[config.mk]
export PLATFORM = sky130hd
export DESIGN_NAME = irq_hub
export DESIGN_NICKNAME = d
export VERILOG_FILES = /design/src/rtl/irq_hub_pkg.sv /design/src/rtl/irq_group.sv /design/src/rtl/irq_hub.sv
export SDC_FILE = /design/constraint.sdc
export NUM_CORES = 1
export LEC_CHECK = 0
export BUFFER_PORTS_ARGS = -buffer_cell sky130_fd_sc_hd__buf_4
export CAP_MARGIN = 10
export CORE_MARGIN = 2
export CORE_UTILIZATION = 28
export CTS_CLUSTER_DIAMETER = 150
export DETAILED_ROUTE_END_ITERATION = 16
export PLACE_DENSITY = 0.5
export SLEW_MARGIN = 20
export SYNTH_ARGS = -nofsm -noshare
export SYNTH_HDL_FRONTEND = slang
export SYNTH_SLANG_ARGS = --single-unit
[constraint.sdc]
create_clock -name clk -period 1.9 [get_ports clk]
set_input_delay 0.38 -clock clk [delete_from_list [all_inputs] [get_ports clk]]
set_output_delay 0.38 -clock clk [all_outputs]
set_load 0.005 [all_outputs]
[src/rtl/irq_hub_pkg.sv]
package irq_hub_pkg;
    localparam int AW     = 8;
    localparam int DW     = 8;
    localparam int LBT_N  = 3;
    localparam int SD_N   = 5;
    localparam int LDO_N  = 9;
    localparam int GPIO_N = 8;
    localparam int ON_N   = 8;
    localparam int LDO_MW = 2 * DW;

    localparam logic [AW-1:0] A_TOP_ST   = 8'h05;
    localparam logic [AW-1:0] A_LBT_ST   = 8'h06;
    localparam logic [AW-1:0] A_SD_ST    = 8'h07;
    localparam logic [AW-1:0] A_LDO_STL  = 8'h08;
    localparam logic [AW-1:0] A_LDO_STH  = 8'h09;
    localparam logic [AW-1:0] A_GPIO_ST  = 8'h0A;
    localparam logic [AW-1:0] A_ON_ST    = 8'h0B;
    localparam logic [AW-1:0] A_TOP_MSK  = 8'h0D;
    localparam logic [AW-1:0] A_LBT_MSK  = 8'h0E;
    localparam logic [AW-1:0] A_SD_MSK   = 8'h0F;
    localparam logic [AW-1:0] A_LDO_MSKL = 8'h10;
    localparam logic [AW-1:0] A_LDO_MSKH = 8'h11;
    localparam logic [AW-1:0] A_ON_MSK   = 8'h12;

    typedef struct packed {
        logic [DW-1:0]     topmask;
        logic [3:0]        lbtmask;
        logic [DW-1:0]     sdmask;
        logic [LDO_MW-1:0] ldomask;
        logic [DW-1:0]     onmask;
        logic [DW-1:0]     rdata;
    } hub_state_t;
endpackage

[src/rtl/irq_group.sv]
module irq_group #(
    parameter int W = 8
) (
    input  logic         clk,
    input  logic         rst_n,
    input  logic [W-1:0] ev,
    input  logic [W-1:0] clr,
    output logic [W-1:0] stat
);
    logic [W-1:0] stat_d, stat_q;

    always_comb begin
        // a fresh event wins over a clear in the same cycle
        stat_d = (stat_q & ~clr) | ev;
    end

    always_ff @(posedge clk or negedge rst_n) begin
        if (!rst_n) stat_q <= '0;
        else        stat_q <= stat_d;
    end

    assign stat = stat_q;

    p_event_latched_r2: assert property (@(posedge clk) disable iff (!rst_n)
        (|ev) |=> ((stat & $past(ev)) == $past(ev)));

    p_clear_on_read_r3: assert property (@(posedge clk) disable iff (!rst_n)
        ((|clr) && !(|(ev & clr))) |=> ((stat & $past(clr)) == '0));

    p_event_kept_r4: assert property (@(posedge clk) disable iff (!rst_n)
        (|(ev & clr)) |=> ((stat & $past(ev & clr)) == $past(ev & clr)));
endmodule

[src/rtl/irq_hub.sv]
module irq_hub
    import irq_hub_pkg::*;
(
    input  logic              clk,
    input  logic              rst_n,
    input  logic [AW-1:0]     bus_addr,
    input  logic              bus_wr,
    input  logic [DW-1:0]     bus_wdata,
    input  logic              bus_rd,
    output logic [DW-1:0]     bus_rdata,
    input  logic [LBT_N-1:0]  ev_lbt,
    input  logic [SD_N-1:0]   ev_sd,
    input  logic [LDO_N-1:0]  ev_ldo,
    input  logic [GPIO_N-1:0] ev_gpio,
    input  logic [ON_N-1:0]   ev_onoff,
    input  logic              lvl_rtc,
    input  logic              lvl_osc,
    input  logic              lvl_nver,
    output logic              irq_n
);
    hub_state_t st_d, st_q;

    logic [LBT_N-1:0]  lbt_stat;
    logic [SD_N-1:0]   sd_stat;
    logic [LDO_N-1:0]  ldo_stat;
    logic [GPIO_N-1:0] gpio_stat;
    logic [ON_N-1:0]   on_stat;
    logic [DW-1:0]     top_stat;
    logic [DW-1:0]     rd_mux;

    // per-address clear strobes
    logic rd_lbt, rd_sd, rd_ldol, rd_ldoh, rd_gpio, rd_on;
    assign rd_lbt  = bus_rd && (bus_addr == A_LBT_ST);
    assign rd_sd   = bus_rd && (bus_addr == A_SD_ST);
    assign rd_ldol = bus_rd && (bus_addr == A_LDO_STL);
    assign rd_ldoh = bus_rd && (bus_addr == A_LDO_STH);
    assign rd_gpio = bus_rd && (bus_addr == A_GPIO_ST);
    assign rd_on   = bus_rd && (bus_addr == A_ON_ST);

    logic [LDO_N-1:0] ldo_clr;
    always_comb begin
        for (int i = 0; i < LDO_N; i++)
            ldo_clr[i] = (i < DW) ? rd_ldol : rd_ldoh;
    end

    irq_group #(.W(LBT_N))  u_lbt  (.clk(clk), .rst_n(rst_n), .ev(ev_lbt),
                                    .clr({LBT_N{rd_lbt}}), .stat(lbt_stat));
    irq_group #(.W(SD_N))   u_sd   (.clk(clk), .rst_n(rst_n), .ev(ev_sd),
                                    .clr({SD_N{rd_sd}}), .stat(sd_stat));
    irq_group #(.W(LDO_N))  u_ldo  (.clk(clk), .rst_n(rst_n), .ev(ev_ldo),
                                    .clr(ldo_clr), .stat(ldo_stat));
    irq_group #(.W(GPIO_N)) u_gpio (.clk(clk), .rst_n(rst_n), .ev(ev_gpio),
                                    .clr({GPIO_N{rd_gpio}}), .stat(gpio_stat));
    irq_group #(.W(ON_N))   u_on   (.clk(clk), .rst_n(rst_n), .ev(ev_onoff),
                                    .clr({ON_N{rd_on}}), .stat(on_stat));

    // top-level summary
    always_comb begin
        top_stat    = '0;
        top_stat[7] = (|(lbt_stat & ~st_q.lbtmask[3:1])) & ~st_q.lbtmask[0];
        top_stat[6] = |(sd_stat & ~st_q.sdmask[7:3]);
        top_stat[5] = |(ldo_stat & ~st_q.ldomask[LDO_N-1:0]);
        top_stat[4] = |gpio_stat;
        top_stat[3] = lvl_rtc;
        top_stat[2] = lvl_osc;
        top_stat[1] = |(on_stat & ~st_q.onmask);
        top_stat[0] = lvl_nver;
    end

    always_comb begin
        rd_mux = '0;
        case (bus_addr)
            A_TOP_ST:   rd_mux = top_stat;
            A_LBT_ST:   rd_mux = {4'b0, lbt_stat, 1'b0};
            A_SD_ST:    rd_mux = {sd_stat, 3'b0};
            A_LDO_STL:  rd_mux = ldo_stat[DW-1:0];
            A_LDO_STH:  rd_mux = {{(2*DW-LDO_N){1'b0}}, ldo_stat[LDO_N-1:DW]};
            A_GPIO_ST:  rd_mux = gpio_stat;
            A_ON_ST:    rd_mux = on_stat;
            A_TOP_MSK:  rd_mux = st_q.topmask;
            A_LBT_MSK:  rd_mux = {4'b0, st_q.lbtmask};
            A_SD_MSK:   rd_mux = st_q.sdmask;
            A_LDO_MSKL: rd_mux = st_q.ldomask[DW-1:0];
            A_LDO_MSKH: rd_mux = st_q.ldomask[LDO_MW-1:DW];
            A_ON_MSK:   rd_mux = st_q.onmask;
            default:    rd_mux = '0;
        endcase
    end

    always_comb begin
        st_d = st_q;
        if (bus_wr) begin
            case (bus_addr)
                A_TOP_MSK:  st_d.topmask = bus_wdata;
                A_LBT_MSK:  st_d.lbtmask = bus_wdata[3:0];
                A_SD_MSK:   st_d.sdmask  = bus_wdata;
                A_LDO_MSKL: st_d.ldomask[DW-1:0] = bus_wdata;
                A_LDO_MSKH: st_d.ldomask[LDO_MW-1:DW] = bus_wdata;
                A_ON_MSK:   st_d.onmask  = bus_wdata;
                default: ;
            endcase
        end
        if (bus_rd) st_d.rdata = rd_mux;
    end

    always_ff @(posedge clk or negedge rst_n) begin
        if (!rst_n) begin
            st_q.topmask <= '1;
            st_q.lbtmask <= '1;
            st_q.sdmask  <= '1;
            st_q.ldomask <= '1;
            st_q.onmask  <= '1;
            st_q.rdata   <= '0;
        end else begin
            st_q <= st_d;
        end
    end

    assign bus_rdata = st_q.rdata;
    assign irq_n     = ~|(top_stat & ~st_q.topmask);

    p_lbt_gate_r6: assert property (@(posedge clk) disable iff (!rst_n)
        st_q.lbtmask[0] |-> !top_stat[7]);

    p_level_drives_line_r7: assert property (@(posedge clk) disable iff (!rst_n)
        (lvl_rtc && !st_q.topmask[3]) |-> !irq_n);

    p_all_masked_quiet_r8: assert property (@(posedge clk) disable iff (!rst_n)
        (&st_q.topmask) |-> irq_n);

    p_read_no_mask_change_r10: assert property (@(posedge clk) disable iff (!rst_n)
        (bus_rd && !bus_wr) |=> ($stable(st_q.topmask) && $stable(st_q.ldomask)
                                 && $stable(st_q.onmask) && $stable(st_q.sdmask)));

    p_rdata_hold_r11: assert property (@(posedge clk) disable iff (!rst_n)
        !bus_rd |=> $stable(bus_rdata));
endmodule

[Yosys cells after proc, flatten, opt, wreduce, memory -nomap -nowiden]
Index checks and enable logic that the tools add are counted.
Word-level totals
  register bits after elaboration: 85
  input bits: 56
  output and inout bits: 9
  logic and storage cells: 72
Operators by class
  eq/ne operators: 13
  muxes and demuxes: 1
  bitwise logic cells: 27
  reduce and logical (&&, ||, !) cells: 19
Operators with widths (number)
  $pmux 8 s13: 1
  $eq 8x4->1 const B: 7
  $and 8x8->8: 4
  $not 8->8: 4
  $eq 8x3->1 const B: 3
  $eq 8x5->1 const B: 3
  $reduce_or 8->1: 3
  $and 9x9->9: 2
  $not 9->9: 2
  $or 8x8->8: 2
  $reduce_and 2->1: 6
  $and 5x5->5: 2
  $not 5->5: 2
  $or 9x9->9: 1
  $reduce_or 9->1: 1
  $and 3x3->3: 2
  $logic_and 1x1->1: 6
  $not 3->3: 2
  $or 5x5->5: 1
  $reduce_or 5->1: 1
  $or 3x3->3: 1
  $reduce_or 3->1: 1
  $and 1x1->1: 1
  $logic_not 1->1: 1
  $not 1->1: 1

[Logic depth before layout (Yosys ltp)]
Gate-level depths: netlist (run 1).
  word-level depth: 7
  gate-level depth with buffers: 9
  mapped depth without buffers: 6

[Cells and area by module]
From an unflattened synthesis (run 1), not the netlist that was laid out.
Second synthesis, totals
  cells, all modules: 419
  area, all modules: 4574.4 um^2
Modules (own cells, without submodules)
  irq_hub: times used 1, cells each 320, area an instance 3377.0 um^2, seq. area each 1356.3 um^2
  irq_group at u_gpio ...: times used 2, cells each 24, area an instance 290.3 um^2, seq. area each 200.2 um^2
  irq_group at u_ldo: times used 1, cells each 27, area an instance 326.6 um^2, seq. area each 225.2 um^2
  irq_group at u_sd: times used 1, cells each 15, area an instance 181.4 um^2, seq. area each 125.1 um^2
  irq_group at u_lbt: times used 1, cells each 9, area an instance 108.9 um^2, seq. area each 75.1 um^2

[Least setup slack after synthesis (run 1)]
Ideal clock, no wire load.
  path kind: reg2out
  from: reg st_q[37] (netlist name)
  to: out irq_n
  data arrival time: 1.518 ns
  required time: 1.520 ns
  slack: 0.002 ns
  cell stages (with the launch flop): 5
  buffers on the path: 0
  path through: dfstp_2 -> inv_1 -> a222oi_1 -> o221ai_1 -> a2111oi_0
On the way
  longest elaborated chain between the ends: 6
RTL lines
  start, declared: line irq_hub.sv:21  | hub_state_t st_d, st_q;
  start signal, assigned: line irq_hub.sv:115  | st_q <= st_d;
  $not 5->5: line irq_hub.sv:61  | top_stat[6] = |(sd_stat & ~st_q.sdmask[7:3]);
  $and 5x5->5: line irq_hub.sv:61
  $reduce_or 5->1: line irq_hub.sv:61
  $and 8x8->8: line irq_hub.sv:120  | assign irq_n = ~|(top_stat & ~st_q.topmask);
  $reduce_or 8->1: line irq_hub.sv:120
  $logic_not 1->1: line irq_hub.sv:120
  end, declared: line irq_hub.sv:19  | output logic irq_n
Every way passes these cells.

[Worst setup path in the final report (run 1)]
  from: reg st_q[42] (netlist name)
  to: out irq_n
On the way
  longest elaborated chain between the ends: 7
RTL lines
  $not 3->3: line irq_hub.sv:60  | top_stat[7] = (|(lbt_stat & ~st_q.lbtmask[3:1])) & ~st_q.lbtmask[0];
  $and 3x3->3: line irq_hub.sv:60
  $reduce_or 3->1: line irq_hub.sv:60
  $and 1x1->1: line irq_hub.sv:60
  $and 8x8->8: line irq_hub.sv:120
  $reduce_or 8->1: line irq_hub.sv:120
  $logic_not 1->1: line irq_hub.sv:120
Every way passes these cells.

==> results of run 1 <==
worst reg2reg max path, stage by stage, from the launching register on:
cell,delay [ns]
dfstp_2,0.53
inv_1,0.04
a222oi_1,0.37
o221ai_2,0.21
o2111ai_2,0.22
a41o_1,0.23
o21ai_0,0.09
synthesized netlist by cell type (2+ instances only):
master,number
nand2_1,22
nor2_1,9
o21ai_0,15
dfrtp_1,41
a21oi_1,12
nand2b_1,10
o32ai_1,2
and2_1,2
nand3_1,24
a22oi_1,12
buf_2,6
nand3_4,2
mux2i_1,9
clkbuf_1,14
nor2b_1,8
nand4_1,2
a31oi_1,3
inv_1,26
a222oi_1,3
buf_4,9
nor4_1,4
o221ai_1,4
nand3b_1,3
nor3_1,4
dfstp_2,44
o2111ai_1,2
mux2_2,45
o22ai_1,11
a21o_1,34
a32oi_1,5
a221oi_1,3
metrics by stage:
step                      utilization (%)  setup WS, ns  power [mW]  cell area [µm²]  cells
after floorplan                         -       0.00160        2.11             4360    404
after global placement               38.0        -0.558        2.41             5780    734
after detailed placement             38.0        -0.518        2.42             5780    734
after CTS                            40.2        -0.608        4.16             6120    751
after global routing                 40.8        -0.700        4.30             6200    751
final                                40.8        -0.583        4.12             6200    751
placed cells by master, fill, tap and decap left out, drive strengths merged:
| cell type | count |
|---|---|
| buf | 172 |
| mux2 | 45 |
| dfstp | 44 |
| dfrtp | 41 |
| a21o | 34 |
| nand3 | 27 |
| inv | 26 |
| nand2 | 23 |
| o21ai | 15 |
| clkbuf | 15 |
| a22oi | 12 |
| a21oi | 12 |
| o22ai | 11 |
| nand2b | 10 |
| nor2 | 9 |
| mux2i | 9 |
| nor2b | 8 |
| a32oi | 5 |
| nor4 | 5 |
| nor3 | 5 |
| o221ai | 4 |
| a222oi | 3 |
| a31oi | 3 |
| a221oi | 3 |
| nand3b | 3 |
| and2 | 3 |
| o2111ai | 2 |
| nand4 | 2 |
| o32ai | 2 |
| a2111oi | 1 |
| and3 | 1 |
| a41o | 1 |
| or3 | 1 |
| nor3b | 1 |
| nor4b | 1 |
| o311ai | 1 |
| a22o | 1 |
| clkinv | 1 |
| dlygate4sd3 | 1 |
report_power, final:
part	total [mW]	switching [mW]	internal, mW
clock network	1.71	0.708	1.00
logic	0.476	0.238	0.238
registers	1.93	0.0378	1.90
timing repair:
| action | CTS | global route |
|---|---|---|
| resized for setup | 8 | 16 |
| pin swaps | 3 | 6 |
| endpoints found under the setup margin | 1 | 2 |
| hold buffers | 1 | 0 |
| endpoints found under the hold margin | 8 | 0 |
sequential cells by signal, indices dropped and copies added, names as in the netlist:
signal and cells:
bus_rdata 8, st_q 44, u_gpio.stat 8, u_lbt.stat 3, u_ldo.stat 9, u_on.stat 8, u_sd.stat 5
layer usage:
layer	up-vias	wire, µm	track usage (%)
li1	1785	-	-
met1	1887	6870	26.1
met2	164	6340	27.7
met3	23	1010	4.20
met4	0	276	6.78
met5	-	0	0
kinds of logic (layout without fill, tap and decap cells):
| logic type | Yosys count | count (layout) | synth area share (%) |
|---|---|---|---|
| AOI/OAI and AO/OA | 110 | 110 | 17.8 |
| and+or+nand+nor | 99 | 99 | 12.8 |
| DFF | 85 | 85 | 50.0 |
| buffers and inverters | 56 | 215 | 5.77 |
| muxes | 54 | 54 | 13.7 |
path summary, 6_finish.rpt:
kind	cells past startpoint	slack (ns)	end	start
min	2	0.21	u_on.stat[3]$_DFF_PN0_	ev_onoff[3]
min in group asynchronous	2	0.41	u_on.stat[6]$_DFF_PN0_	rst_n
max reg2reg	6	0.07	bus_rdata[6]$_DFFE_PN0P_	st_q[37]$_DFFE_PN1P_
min reg2reg	1	0.49	u_on.stat[1]$_DFF_PN0_	u_on.stat[1]$_DFF_PN0_
max	7	-0.58	irq_n	st_q[42]$_DFFE_PN1P_
max in group asynchronous	3	0.90	st_q[41]$_DFFE_PN1P_	rst_n
final cells by class:
class	instances	area share [%]
Multi-Input combinational cell	263	33.0
Inverter	26	1.57
Clock buffer	15	4.50
Tap cell	188	3.79
Clock inverter	1	0.0807
Sequential cell	85	35.2
Timing Repair Buffer	173	21.8
==> summary.md, run 1 <==
| Metric | Value |
|---|---|
| Main flop type after synthesis | dfstp_2 |
| Cell Rows | 45 |
| FF+latch count, synth | 85 |
| Max Freq | 403 MHz |
| Layout cells sized above 1 | a little over half |
| Multi-input logic area | between 2000 and 2500 µm² |
| Chip Height | approximately 130 µm |
| Dpl hpwl | 11.3 mm |
| Slowest library cell on the worst path | dfstp_2 |
| Critical path's largest stage delay | between 0.5 and 0.6 ns |
| Startpoint Class | flip-flop |
| Die width | 129 µm |
| Peak supply drop | 0.458 mV |
| Vias | roughly 3900 |
| Area share of the largest cell type after synthesis | a little over a quarter |
| CP Buf/Inv Count | 4 |
| Final ANT Viol Nets | 0 |
| Netlist cell types | 45 |
| Cell area after synthesis | roughly 4400 µm² |
| Final slew viol count | 0 |
| Nets | 614 |
| Yosys top cell by area | dfstp_2 |
| Vias in the first global route | a little under 4000 |
| Pre-antenna DRT Iters | 5 |
| Core Footprint | around 15000 µm² |
| Diode count | 0 |
| Avg Cell Area, Syn | roughly 11 µm² |
| Seq. cell area | roughly 2200 µm² |
| Max-Slew Margin vs Limit | between 70 and 80% |
| Post-synth EDFFs | 0 |
| Drt wl/cell | between 15 and 20 µm |
| Syn nets | 460 |
| Power per cell area | between 600 and 700 nW/µm² |
| Post-synth ARST share | 100% |
| Fillcell total | 1507 |
| Antenna violations before repair | 0 |
| CP required | between 1.5 and 2 ns |
| Top cell by count, worst path | buf_4 |
| Final worst slack | -0.583 ns |
| Critical path capture point type | primary output |
| Die Footprint | around 17000 µm² |
| Initial core utilization | about 29% |
| Setup violators final | 1 |
| CTS tree | done |
| Placer Congestion | just over 0.9 |
| Syn Inst Count | 404 |
| Number of I/O pins | between 60 and 70 |
| DRC | 0 |
| Top delay family on crit path | compound AO/OA/AOI/OAI gates |
| Leakage power | between 2 and 3 nW |
| Iteration-0 DRC count of the detailed router | around 310 |
| Grt ovf | 0 |
| Worst-path clk slew | 0.06 ns |
| Final setup TNS | -0.583 ns |
| Routed WL | 14.5 mm |
| Cts bufs inserted | 9 |
| First-pass GRT wire length | 22.7 mm |
| CTS Sinks | 85 |
| Total GRT Usage | 18.5% |
| Final Cycle Share | 131% |
| Area grow syn2layout | 42.2% |
| CTS Buffer Depth | 2 |
| DR vias/cell | ~5.1 |
| Register area share after synthesis | 50.0% |
| Synth area leaders | dfstp_2, dfrtp_1, mux2_2 |
| Slew @ Worst Pin | 0.382 ns |
| Worst hold path class | in -> reg |
| Critical Path AT | about 2.1 ns |
| Final Hold Viols | 0 |
| CTS H-tree lvls | 3 |
| Critical path class | reg -> out |
| Root Buffer | clkbuf_16 |
| Largest net degree at the start of global routing | 56 |
| Final Skew | approximately 0.0094 ns |
| CP Cell Sequence | inv_2, a222oi_1, buf_4, nor3_4, a2111oi_4, buf_4, buf_6 |
| Setup repair bufs after CTS | 0 |
| Crit Path Max Fanout | 2 |
| Status | finished with violations |
| I/O Buffers | between 60 and 70 |
| Yosys Warn Count | 0 |
| Max-Cap Viols | 0 |
| Unrepaired setup endpoints after global routing | yes |
| Worst-skew pair later-pin latency | roughly 0.35 ns |
| Hold_ws | 0.205 ns |
| Min Tclk post-route | roughly 2.5 ns |
| Failing checks | negative setup slack |
Power figures use the tool's default switching activity.
==> run 2: changes to the inputs <==
==> constraint.sdc (replaced) <==
create_clock -name clk -period 2.8 [get_ports clk]
set_input_delay 0.56 -clock clk [delete_from_list [all_inputs] [get_ports clk]]
set_output_delay 0.56 -clock clk [all_outputs]
set_load 0.005 [all_outputs]
==> run 2 against run 1 <==
Effect of this change:
- the flow now finishes without violations
- final cell count shrank 12%
- clock skew is 0.0014 ns higher
- first-iteration DRC count shrank 28%
- via count is 9.4% lower
- critical path type unchanged
==> summary.md, run 2 (same netlist as run 1, synthesis figures left out) <==
| Metric | Value |
|---|---|
| Status | complete, no violations |
| Seq pwr share | 45.7% (-1.2 points) |
| Total GRT Usage | 17.5% (-0.97 points) |
| Peak supply drop | 0.286 mV (-38%) |
| Leakage power | 2.21 nW (-18%) |
| Number of flip-flops in the largest register | 44 (unchanged) |
| CP Cell Sequence | inv_1, a222oi_1, nor3_1, a2111oi_2, buf_4, buf_4 |
| Die width | 129 µm (unchanged) |
| Max Freq | around 370 MHz |
| Commonest non-fill, non-tap cell in the layout | buf_4 |
| Critical path's largest stage delay | 0.54 ns (about the same) |
| Routed WL | 13.6 mm (-6.2%) |
| Pre-antenna DRT Iters | 4 (-1) |
| CP Buf/Inv Count | 3 (-1) |
| Vias in the first global route | 3630 (-8.3%) |
| Sw frac | 23.2% (-0.67 points) |
| Die Footprint | 16600 µm² (unchanged) |
| Min Tclk post-route | 2.71 ns |
| Slowest library cell on the worst path | dfstp_2 |
| Final Util | 35.8% (-5.0 points) |
| Dpl hpwl | 10.2 mm (-9.8%) |
| Commonest non-fill, non-tap cells in the layout | buf_4, mux2_2, dfstp_2 |
| Startpoint Class | flip-flop |
| Final ANT Viol Nets | 0 (unchanged) |
| Final Cycle Share | between 90% and 100% |
| Critical path class | reg -> out |
| Top delay family on crit path | compound AO/OA/AOI/OAI gates |
| Setup violators final | 0 (-1) |
| CP required | 2.24 ns (+0.72 ns) |
| Post-CTS Hold Buffers | 0 (-1) |
| Max-Slew Margin vs Limit | 51.9% (-23 points) |
| Chip Height | 129 µm (unchanged) |
| I/O Buffers | 64 (unchanged) |
| Unrepaired setup endpoints after global routing | no |
| Cell Rows | 45 (unchanged) |
| Vias | 3498 (-9.4%) |
| Initial core utilization | 28.7% (unchanged) |
| Number of I/O pins | 65 (unchanged) |
| Core Footprint | 15200 µm² (unchanged) |
| Nets | 524 (-15%) |
| Biggest register | st_q |
| Crit Path Max Fanout | 3 (+1) |
| Net Sw Power | 0.667 mW (-32%) |
| Slew @ Worst Pin | 0.721 ns (+0.340 ns) |
| Internal power contribution | 2.21 mW (-30%) |
| Iteration-0 DRC count of the detailed router | 221 (-28%) |
| Critical Path AT | 2.15 ns (+0.05 ns) |
| Root Buffer | clkbuf_16 |
| Area grow syn2layout | 24.9% |
| Power per cell area | 527 nW/µm² (-21%) |
| Final instance area | 5450 µm² (-12%) |
| Final setup TNS | 0 ns (+0.583 ns) |
| Grt ovf | 0 (unchanged) |
| DR vias/cell | 5.29 (+3.0%) |
| Worst hold path class | in -> async |
| DRC | 0 (unchanged) |
| Diode count | 0 (unchanged) |
| Final slew viol count | 0 (unchanged) |
| Critical path capture point type | primary output |
| Drt wl/cell | 20.6 µm (+6.6%) |
| Combinational Power Share | 8.8% (-2.7 points) |
| Largest net degree at the start of global routing | 57 (+1.8%) |
| Worst-path clk slew | 0.06 ns (about the same) |
| Top cell by count, worst path | buf_4 |
| Power share of the clock group | 45.5% (+4.0 points) |
| Worst-skew pair later-pin latency | 0.35 ns (about the same) |
| Hold_ws | 0.268 ns (+0.0629 ns) |
| CTS H-tree lvls | 3 (unchanged) |
| Antenna violations before repair | 0 (unchanged) |
| CTS tree | done |
| Final Hold Viols | 0 (unchanged) |
| Cts bufs inserted | 9 (unchanged) |
| Area post-placement | 5040 µm² (-13%) |
| Placer Congestion | 0.912 (-0.78%) |
| CTS Sinks | 85 (unchanged) |
| Max-Cap Viols | 0 (unchanged) |
| Layout cells sized above 1 | 42.5% (-10 points) |
| Final Skew | 0.0108 ns (+0.00137 ns) |
| First-pass GRT wire length | 21.4 mm (-5.9%) |
| CTS Buffer Depth | 2 (unchanged) |
## run 2: cell type report
type	instances	area (µm²)
Fill cell	1539	9750
Inverter	26	97.6
Clock buffer	11	243
Tap cell	188	235
Timing Repair Buffer	83	623
Clock inverter	5	83.8
Sequential cell	85	2180
Multi-Input combinational cell	263	1980
## run 2: worst paths after layout
check,start,endpoint,slack [ns],cells past startpoint
setup / recovery,st_q[42]$_DFFE_PN1P_,irq_n,0.09,6
hold reg to reg,u_on.stat[5]$_DFF_PN0_,u_on.stat[5]$_DFF_PN0_,0.48,1
setup reg to reg,u_gpio.stat[5]$_DFF_PN0_,bus_rdata[4]$_DFFE_PN0P_,1.00,6
max in group asynchronous,rst_n,st_q[41]$_DFFE_PN1P_,1.77,2
hold / removal,rst_n,u_ldo.stat[6]$_DFF_PN0_,0.27,1
min in group clk,ev_gpio[7],u_gpio.stat[7]$_DFF_PN0_,0.38,2
## run 2: power groups by stage
| stage | clock network (mW) | registers, mW | logic [mW] |
|---|---|---|---|
| after global routing | 1.39 | 1.32 | 0.276 |
| final | 1.31 | 1.31 | 0.252 |
| after detailed placement | 0 | 1.33 | 0.249 |
| after floorplan | 0 | 1.32 | 0.113 |
| after CTS | 1.34 | 1.31 | 0.250 |
| after global placement | 0 | 1.33 | 0.246 |
## run 2: timing repair
action,CTS,global route
setup endpoints to repair,1,1
resized for setup,5,7
setup buffers,0,3
pin swaps,0,5
## run 2: through the flow
step	instances	setup WS, ns	power [mW]
floorplan	404	0.722	1.43
global placement	642	0.0124	1.58
detailed placement	642	0.0195	1.58
CTS	658	0.0170	2.91
global route	661	0.0115	2.99
finish	661	0.0851	2.87
## run 2: metal layers
metal  track usage [%]  part of all wire [%]
met1              24.3                    47
met2              25.7                    43
met3              4.86                   6.6
met4              7.16                   2.8
met5                 0                     0
==> run 3: changes to the inputs <==
--- a/config.mk
+++ b/config.mk
@@ -6,7 +6,7 @@
 export NUM_CORES = 1
 export LEC_CHECK = 0
 export BUFFER_PORTS_ARGS = -buffer_cell sky130_fd_sc_hd__buf_4
-export CAP_MARGIN = 10
+export CAP_MARGIN = 15
 export CORE_MARGIN = 2
 export CORE_UTILIZATION = 28
 export CTS_CLUSTER_DIAMETER = 150
@@ -15,4 +15,5 @@
 export SLEW_MARGIN = 20
 export SYNTH_ARGS = -nofsm -noshare
 export SYNTH_HDL_FRONTEND = slang
+export SYNTH_HIERARCHICAL = 1
 export SYNTH_SLANG_ARGS = --single-unit
==> run 3 against run 2 <==
Effect of this change:
- design area rose by 0.99%
- critical endpoint unchanged
- die area rose by 4.7%
- combinational power rose by 14%
- synthesized cell count rose by 3.7%
- clock power fell by 14%
- register-to-register slack got worse by 0.12 ns
- worst setup slack improved by 0.033 ns
- critical path depth fell by 1
- synthesized area rose by 4.9%
- worst hold slack got worse by 0.12 ns
- power fell by 4.9%
==> summary.md, run 3 <==
| Metric | Value |
|---|---|
| Main flop type after synthesis | dfstp_2 |
| Seq pwr share | 48.3% (+2.6 points) |
| Area grow syn2layout | 20.3% |
| Avg Cell Area, Syn | 10.9 µm² (+1.1%) |
| Mux share of post-synthesis cell area | 15.3% (+1.6 points) |
| Crit Path Max Fanout | 3 (unchanged) |
| Final setup TNS | 0 ns (unchanged) |
| CP required | 2.24 ns (about the same) |
| Worst-path clk slew | 0.06 ns (about the same) |
| Root Buffer | clkbuf_16 |
| Largest net degree at the start of global routing | 55 (-3.5%) |
| Dpl hpwl | 10.2 mm (-0.14%) |
| DRC | 0 (unchanged) |
| Critical Path AT | 2.12 ns (-0.03 ns) |
| Final Cycle Share | 95.8% (-1.2 points) |
| Top-count cell post-synth | inv_1 |
| Worst-skew pair later-pin latency | 0.35 ns (about the same) |
| Synth area leaders | dfstp_2, dfrtp_1, mux2_2 |
| Power per cell area | 497 nW/µm² (-5.8%) |
| Most frequent cells after synthesis | inv_1, dfstp_2, dfrtp_1 |
| Max-Cap Viols | 0 (unchanged) |
| Depth of the worst register-to-register path | 4 (-2) |
| Yosys top cell by area | dfstp_2 |
| Synth Area in XOR/XNOR | 0% (unchanged) |
| Die Footprint | 17400 µm² (+4.7%) |
| Startpoint Class | flip-flop |
| Vias | 3480 (-0.51%) |
| Status | complete, no violations |
| Cell area after synthesis | 4570 µm² (+4.9%) |
| Layout cells sized above 1 | 35.8% (-6.7 points) |
| Biggest register | st_q |
| Final ANT Viol Nets | 0 (unchanged) |
| Critical path capture point type | primary output |
| Initial core utilization | 28.7% (about the same) |
| Leakage power | 2.25 nW (+1.6%) |
| Final Hold Viols | 0 (unchanged) |
| Nets | 531 (+1.3%) |
| Area share of the largest cell type after synthesis | 25.3% (-1.2 points) |
| Netlist cell types | 60 (+33%) |
| Post-CTS Hold Buffers | 0 (unchanged) |
| Critical path class | reg -> out |
| Final slew viol count | 0 (unchanged) |
| Sw frac | 24.1% (+0.91 points) |
| Vias in the first global route | 3662 (+0.88%) |
| Max Freq | 373 MHz (+1.2%) |
| First-pass GRT wire length | 21.5 mm (+0.51%) |
| Non-filler instance count after layout | 696 (+5.3%) |
| Setup crit start | st_q[13]$_DFFE_PN1P_ |
| I/O Buffers | 64 (unchanged) |
| Register area share after synthesis | 47.7% (-2.3 points) |
| CTS Buffer Depth | 2 (unchanged) |
| Worst hold path class | in -> async |
| Drt wl/cell | 19.5 µm (-5.4%) |
| R2r endpoint | bus_rdata[1]$_DFFE_PN0P_ |
| Unrepaired setup endpoints after global routing | no |
| Post-Synth Adder-Cell Area | 0% (unchanged) |
| DP Cell Count | 680 (+5.9%) |
| Total GRT Usage | 16.3% (-1.2 points) |
| Syn nets | 475 (+3.3%) |
| Largest family of logic cells by synthesized area | compound AO/OA/AOI/OAI gates |
| Cts bufs inserted | 9 (unchanged) |
| Placer Congestion | 0.891 (-2.4%) |
| Yosys Warn Count | 6 (+6) |
| Commonest non-fill, non-tap cells in the layout | buf_4, inv_1, dfstp_2 |
| Post_cts resized | 0 (-5) |
| Routed WL | 13.6 mm (-0.35%) |
| Combinational Power Share | 10.5% (+1.7 points) |
| Min Tclk post-route | 2.68 ns (-0.0333 ns) |
| Final Util | 34.5% (-1.3 points) |
| Pre-antenna DRT Iters | 8 (+4) |
| Compound-Gate Fraction of Synth Area | 16.8% (-0.91 points) |
| FF+latch count, synth | 85 (unchanged) |
| Simple-gate area share of the yosys netlist | 12.1% (-0.70 points) |
| Setup repair bufs after CTS | 0 (unchanged) |
| Max-Slew Margin vs Limit | 66.1% (+14 points) |
| CTS Sinks | 85 (unchanged) |
| Setup violators final | 0 (unchanged) |
| Die width | 132 µm (+2.3%) |
| R2R setup slack | 0.88 ns (-0.12 ns) |
| Post-synth ARST share | 100% (unchanged) |
| Number of flip-flops in the largest register | 44 (unchanged) |
| Slew @ Worst Pin | 0.507 ns (-0.214 ns) |
| CTS tree | done |
| Commonest non-fill, non-tap cell in the layout | buf_4 |
| Cell Rows | 46 (+2.2%) |
| Final Skew | 0.00422 ns (-0.00655 ns) |
| Internal power contribution | 2.07 mW (-6.0%) |
| Post-synth EDFFs | 0 (unchanged) |
| Number of I/O pins | 65 (unchanged) |
| Worst R2R Start | st_q[13]$_DFFE_PN1P_ |
| Net Sw Power | 0.659 mW (-1.2%) |
| Grt ovf | 0 (unchanged) |
| Antenna violations before repair | 0 (unchanged) |
| Iteration-0 DRC count of the detailed router | 218 (-1.4%) |
| Peak supply drop | 0.282 mV (-1.1%) |
| Syn Inst Count | 419 (+3.7%) |
| CTS H-tree lvls | 3 (unchanged) |
| Core Footprint | 15900 µm² (+4.9%) |
| Diode count | 0 (unchanged) |
| Power share of the clock group | 41.2% (-4.3 points) |
| Chip Height | 132 µm (+2.3%) |
| DR vias/cell | 5.00 (-5.5%) |
==> run 3: changes by cell type after synthesis, moves of 7 or more <==
cell      delta
inv_1       +28
nor2_1       +7
mux2i_1      +7
clkbuf_1    -10
mux2_2      -17
nand2_1      -8
o21ai_0      -8
a21oi_1      -8
nand3_1     -16
mux2_1      +20
==> run 3: routing by layer <==
layer	global-route usage, %	part of all wire [%]	vias up
met3	3.50	4.5	23
met1	21.2	45	1751
li1	-	-	1605
met5	0	0	-
met4	7.31	2.5	0
met2	26.0	48	101
==> run 3: layout make-up <==
class / instances / area, µm²
repair buffers: 70 / 538
clock inverters: 1 / 5.00
fillers: 1638 / 10400
flip-flops and latches: 85 / 2180
well taps: 216 / 270
clock buffers: 15 / 268
inverters: 54 / 203
multi-input cells: 255 / 2040
==> run 3: cells by family (layout without fill, tap and decap cells) <==
group,after synthesis,after routing
muxes,64,64
DFF,85,85
buffers and inverters,79,140
and+or+nand+nor,90,90
AOI/OAI and AO/OA,101,101
==> run 3: how the worst max path moves through the flow <==
stage,endpoint,slack (ns),depth (start not counted)
after detailed placement,u_gpio/stat[0]$_DFF_PN0_,0.30,7
after global placement,u_ldo/stat[3]$_DFF_PN0_,0.33,8
after floorplan,u_ldo/stat[0]$_DFF_PN0_,0.54,6
final,irq_n,0.12,5
after CTS,irq_n,0.1,5
after global routing,irq_n,0.05,5
==> run 3: per-stage QoR <==
stage | hold slack (ns) | worst slack, ns | cell area (µm²) | power, mW
after floorplan | 0.264 | 0.535 | 4570 | 1.48
after global placement | 0.477 | 0.335 | 5220 | 1.63
after detailed placement | 0.493 | 0.301 | 5220 | 1.63
after CTS | 0.163 | 0.0953 | 5500 | 2.77
after global routing | 0.179 | 0.0542 | 5500 | 2.84
final | 0.147 | 0.118 | 5500 | 2.73
==> run 3: power groups by stage <==
| stage | clock (mW) | combinational [mW] | sequential, mW |
|---|---|---|---|
| floorplan | 0 | 0.148 | 1.33 |
| global placement | 0 | 0.287 | 1.34 |
| detailed placement | 0 | 0.288 | 1.34 |
| CTS | 1.16 | 0.289 | 1.32 |
| global route | 1.20 | 0.313 | 1.33 |
| finish | 1.13 | 0.287 | 1.32 |
==> run 3: worst max-delay path, cell delays in order (launching register included) <==
cell,delay [ns]
dfstp_2,0.54
o22ai_1,0.08
or4_1,0.60
a211oi_2,0.24
o21a_1,0.19
buf_4,0.12
